[src/rtl/rmul_pkg.sv]
package rmul_pkg;

    // Meaning of one base-4 digit of the multiplier operand.
    typedef enum logic [1:0] {
        SEL_ZERO  = 2'd0,
        SEL_ONCE  = 2'd1,
        SEL_TWICE = 2'd2,
        SEL_THRICE = 2'd3
    } mul_sel_e;

    // Number of base-4 digits in an operand of the given width.
    function automatic int digit_count(input int width);
        return width / 2;
    endfunction

endpackage

[src/rtl/rmul_multiples.sv]
// Forms the 1x, 2x and 3x copies of the multiplicand at N+2 bits.
module rmul_multiples #(
    parameter int N = 8
) (
    input  logic [N-1:0] opnd,
    output logic [N+1:0] mul_one,
    output logic [N+1:0] mul_two,
    output logic [N+1:0] mul_three
);
    localparam int MW = N + 2;

    always_comb begin
        mul_one   = MW'(opnd);
        mul_two   = MW'(opnd) << 1;
        mul_three = mul_one + mul_two;
    end

endmodule

[src/rtl/rmul_digit_sel.sv]
// Picks zero or one precomputed multiple for a single base-4 digit.
module rmul_digit_sel
    import rmul_pkg::*;
#(
    parameter int W = 10
) (
    input  logic [W-1:0] mul_one,
    input  logic [W-1:0] mul_two,
    input  logic [W-1:0] mul_three,
    input  mul_sel_e     sel,
    output logic [W-1:0] part
);
    always_comb begin
        unique case (sel)
            SEL_ONCE:   part = mul_one;
            SEL_TWICE:  part = mul_two;
            SEL_THRICE: part = mul_three;
            default:    part = '0;
        endcase
    end

endmodule

[src/rtl/rmul_add_tree.sv]
// Balanced pairwise adder tree; leaves beyond NL are padded with zero.
module rmul_add_tree #(
    parameter int NL = 4,
    parameter int W  = 16
) (
    input  logic [NL-1:0][W-1:0] leaves,
    output logic [W-1:0]         total
);
    localparam int LV = (NL > 1) ? $clog2(NL) : 0;
    localparam int P  = 1 << LV;

    for (genvar l = 0; l <= LV; l++) begin : g_lv
        logic [(P >> l)-1:0][W-1:0] s;
        if (l == 0) begin : g_leaf
            for (genvar k = 0; k < P; k++) begin : g_k
                if (k < NL) begin : g_real
                    assign s[k] = leaves[k];
                end else begin : g_pad
                    assign s[k] = '0;
                end
            end
        end else begin : g_sum
            for (genvar k = 0; k < (P >> l); k++) begin : g_k
                assign s[k] = g_lv[l-1].s[2*k] + g_lv[l-1].s[2*k+1];
            end
        end
    end

    assign total = g_lv[LV].s[0];

endmodule

[src/rtl/rmul_top.sv]
// Three-stage radix-4 multiple-select unsigned multiplier.
module rmul_top
    import rmul_pkg::*;
#(
    parameter int N = 8   // operand width, must be even and at least 2
) (
    input  logic           clk,
    input  logic           rst,
    input  logic           in_valid,
    input  logic [N-1:0]   op_a,
    input  logic [N-1:0]   op_b,
    output logic           out_valid,
    output logic [2*N-1:0] product
);
    localparam int NG = digit_count(N);  // partial products
    localparam int PW = N + 2;           // width of one unshifted multiple
    localparam int RW = 2 * N;           // result width

    typedef struct packed {
        logic                  s1_v;
        logic [N-1:0]          s1_a;
        logic [N-1:0]          s1_b;
        logic                  s2_v;
        logic [NG-1:0][PW-1:0] s2_pp;
        logic                  s3_v;
        logic [RW-1:0]         s3_p;
    } pipe_t;

    pipe_t st_d, st_q;

    logic [PW-1:0]         m1_w, m2_w, m3_w;
    logic [NG-1:0][PW-1:0] pp_w;
    logic [NG-1:0][RW-1:0] leaf_w;
    logic [RW-1:0]         sum_w;

    rmul_multiples #(.N(N)) u_mult (
        .opnd      (st_q.s1_a),
        .mul_one   (m1_w),
        .mul_two   (m2_w),
        .mul_three (m3_w)
    );

    for (genvar g = 0; g < NG; g++) begin : g_dig
        rmul_digit_sel #(.W(PW)) u_sel (
            .mul_one   (m1_w),
            .mul_two   (m2_w),
            .mul_three (m3_w),
            .sel       (mul_sel_e'(st_q.s1_b[2*g+1:2*g])),
            .part      (pp_w[g])
        );
        // Alignment of digit g by 2g bits.
        assign leaf_w[g] = RW'(st_q.s2_pp[g]) << (2 * g);
    end

    rmul_add_tree #(.NL(NG), .W(RW)) u_tree (
        .leaves (leaf_w),
        .total  (sum_w)
    );

    always_comb begin
        st_d = st_q;
        st_d.s1_v = in_valid;
        if (in_valid) begin
            st_d.s1_a = op_a;
            st_d.s1_b = op_b;
        end
        st_d.s2_v = st_q.s1_v;
        if (st_q.s1_v) begin
            st_d.s2_pp = pp_w;
        end
        st_d.s3_v = st_q.s2_v;
        if (st_q.s2_v) begin
            st_d.s3_p = sum_w;
        end
    end

    always_ff @(posedge clk) begin
        if (rst) begin
            st_q <= '0;
        end else begin
            st_q <= st_d;
        end
    end

    assign out_valid = st_q.s3_v;
    assign product   = st_q.s3_p;

endmodule

[config.mk]
export PLATFORM = sky130hd
export DESIGN_NAME = rmul_top
export DESIGN_NICKNAME = d
export VERILOG_FILES = /design/src/rtl/rmul_pkg.sv /design/src/rtl/rmul_multiples.sv /design/src/rtl/rmul_digit_sel.sv /design/src/rtl/rmul_add_tree.sv /design/src/rtl/rmul_top.sv
export SDC_FILE = /design/constraint.sdc
export NUM_CORES = 1
export LEC_CHECK = 0
export ABC_AREA = 1
export BUFFER_PORTS_ARGS = -buffer_cell sky130_fd_sc_hd__buf_2
export CORE_MARGIN = 10
export CORE_UTILIZATION = 50
export DETAILED_ROUTE_END_ITERATION = 8
export GPL_ROUTABILITY_DRIVEN = 1
export GPL_TIMING_DRIVEN = 1
export PLACE_DENSITY_LB_ADDON = 0.15
export SLEW_MARGIN = 20
export SYNTH_ARGS = -nofsm -noshare
export SYNTH_HDL_FRONTEND = slang
export SYNTH_SLANG_ARGS = --single-unit
[constraint.sdc]
create_clock -name clk -period 9.15 [get_ports clk]
set_input_delay 2.745 -clock clk [delete_from_list [all_inputs] [get_ports clk]]
set_output_delay 2.745 -clock clk [all_outputs]
set_load 0.05 [all_outputs]
==> flow_metrics.py <==
metrics = {
    "logic_synthesis": {
        "synthesis.nets": 724,
        "synth-seq-cells": 75,
        "async_reset_ff_share_pct": 0,
        "synth_flop_cell": "dfxtp_1",
        "seq_area_frac_synth_pct": 32.5,
        "synth_edf_count": 0,
        "synth_area_leaders": "dfxtp_1, nand2_1, ha_1",
        "synth_top_cell_area_share_pct": 32.5,
        "yosysTopAreaCell": "dfxtp_1",
        "avgSynthCellArea_um2": 6.93,
        "ys_types": 33,
        "ys_warn_count": 0,
        "synth_area_mm2": 0.00462,
        "synth_cells": 666,
    },
    "route": {
        "wirelength_um": 12100,
        "viasPerCell": 5.32,
        "post_drt_wl_per_cell_um": 14.9,
        "route.detailed.drc": 0,
        "dr.pass1.iters": 5,
        "drt-initial-drc-count": 339,
        "num_vias": 4330,
        "drtAntennaViolNets": 0,
    },
    "global_routing": {
        "grt_antenna_before_repair": 0,
        "grt_pass1_wl_um": 20500,
        "grt_max_degree": 33,
        "track_usage_pct": 19.0,
        "grt_pass1_vias": 4121,
        "overflow": 0,
    },
    "place": {
        "hpwl_um": 9490,
        "dp_slack_ps": 4630,
        "io_buffers": 35,
        "place_congestion": 0.942,
    },
    "clock_network": {
        "cts-root-buf": "clkbuf_8",
        "hold_buffers": 0,
        "clkTransAtPathRegs_ps": 90,
        "cts_buffers": 9,
        "cts_resized": 0,
        "cts_tree": "done",
        "insertion_delay_ps": 370,
        "clock_sinks": 75,
        "htreeDepth": 3,
        "cts.path.max_buffers": 2,
        "post-cts-setup-buffers": 0,
    },
    "sta": {
        "max_slew_margin_pct": 48.9,
        "post-route-period-util_pct": 40.8,
        "report.final.slew_viol_count": 0,
        "clock_skew_ps": 17.7,
        "finalSetupViolCount": 0,
        "postLayoutSetupSlackWorst_ps": 5410,
        "fin_setup_tns_ps": 0,
        "worst_pin_slew_ps": 765,
        "timing.fmax_mhz": 268,
        "grt_setup_unrepaired": "no",
        "period_minus_slack_ps": 3740,
        "hold_viol_final": 0,
    },
    "pwr": {
        "p_int_uw": 502,
        "p_comb_share_pct": 15.4,
        "p_switching_uw": 237,
        "p_leak_nw": 2.61,
        "ir_drop_v": 0.0000900,
        "power_density_mw_per_mm2": 146,
        "p_seq_share_pct": 47.4,
        "swShare_pct": 32.0,
        "clock_power_share_pct": 37.2,
    },
    "cells_and_area": {
        "syn_to_final_growth_pct": 10.0,
        "antennaDiodeCount": 0,
        "fillers": 907,
        "drive_above_1_share_pct": 11.4,
        "final_common_cell": "nand2_1",
        "layout_common_cells": "nand2_1, inv_1, dfxtp_1",
        "finalNetCount": 756,
    },
    "setup_path": {
        "critical_path_class": "in2reg",
        "worstPathMaxFanout": 32,
        "critPathLaunchType": "input port",
        "slowest_stage": "nor2_4",
        "path_buf_inv": 2,
        "required_ps": 9440,
        "end_kind": "flip-flop",
        "crit_chain": "buf_2 -> nor2_4 -> inv_1 -> o22ai_1",
        "cpPeakStageDelay_ps": 580,
        "crit_family": "simple AND/OR/NAND/NOR gates",
        "cp.arrival_ps": 4030,
    },
    "floorplanning": {
        "rows": 35,
        "die_area_mm2": 0.0135,
        "die_x_um": 116,
        "die_y_um": 116,
        "core_mm2": 0.00911,
        "start_util_pct": 50.7,
        "pin_count": 36,
    },
    "run": {
        "drv_cap": 0,
    },
    "run_status": {
        "status": "finished clean",
    },
    "worst_hold_path": {
        "hold_path_class": "reg2reg",
    },
}
stage by stage:
step / power, mW / instances / hold slack, ps / area (um^2) / utilization [%]
6_report: 0.739 / 814 / 460 / 5080 / 55.8
5_1_grt: 0.772 / 814 / 474 / 5080 / 55.8
4_1_cts: 0.741 / 814 / 461 / 5070 / 55.7
3_5_place_dp: 0.470 / 798 / 446 / 4870 / 53.5
3_3_place_gp: 0.470 / 798 / 439 / 4870 / 53.5
2_1_floorplan: 0.439 / 666 / 426 / 4620 / -
cell type report:
type / count / area (um^2) / area share, %
Multi-Input combinational cell: 475 / 2680 / 52.7
Clock buffer: 9 / 124 / 2.44
Inverter: 102 / 383 / 7.54
Tap cell: 111 / 139 / 2.73
Clock inverter: 7 / 80.1 / 1.58
Timing Repair Buffer: 35 / 175 / 3.45
Sequential cell: 75 / 1500 / 29.6
metal layers:
metal,up-vias,wire length (um),global-route usage (%)
met2,130,5660,31.9
met5,-,0,0
met4,0,255,5.67
met3,15,596,3.34
li1,2232,-,-
met1,1953,5600,24.5
flip-flops by register name (all words and copies together), names as in the netlist:
name	cells
st_q	16
product	16
leaf_w	40
out_valid	1
st_d	2
tightest hold or removal path, stage by stage, from the launching register on:
cell,delay (ps)
dfxtp_1,320
nand2_1,60
nand2_1,40
kinds of logic after synthesis:
kind of cell             after synthesis  synth area share, %
XOR/XNOR                              13                 2.63
flip-flops                            75                 32.5
adder cells (fa/ha/maj)               39                 12.2
AO/OA/AOI/OAI                        143                 17.3
buffers and inverters                116                 9.59
AND/OR/NAND/NOR                      280                 25.7
path summary, 6_finish.rpt:
kind                    from           to  slack (ps)  depth (start not counted)
setup / recovery         rst    leaf_w[1]        5410                          4
hold / removal    leaf_w[59]   leaf_w[59]         460                          2
setup reg to reg   leaf_w[2]  product[11]        5780                         20
hold reg to reg   leaf_w[59]   leaf_w[59]         460                          2
Yosys cell counts (all sizes together), types with 7 or more instances:
cell    instances
dfxtp          75
nand3          46
fa             10
inv            99
o22ai          24
o21ai          60
nand4           7
ha             29
nand2         177
clkbuf          8
a21oi          51
xor2           10
nor2           48
power groups by stage:
| stage | registers [mW] | logic, mW | clock network [mW] |
|---|---|---|---|
| after floorplan | 0.365 | 0.0739 | 0 |
| after global placement | 0.357 | 0.112 | 0 |
| after detailed placement | 0.358 | 0.112 | 0 |
| after CTS | 0.350 | 0.113 | 0.278 |
| after global routing | 0.352 | 0.127 | 0.293 |
| final | 0.350 | 0.114 | 0.275 |
No activity file was read; power rests on OpenSTA's default activity.
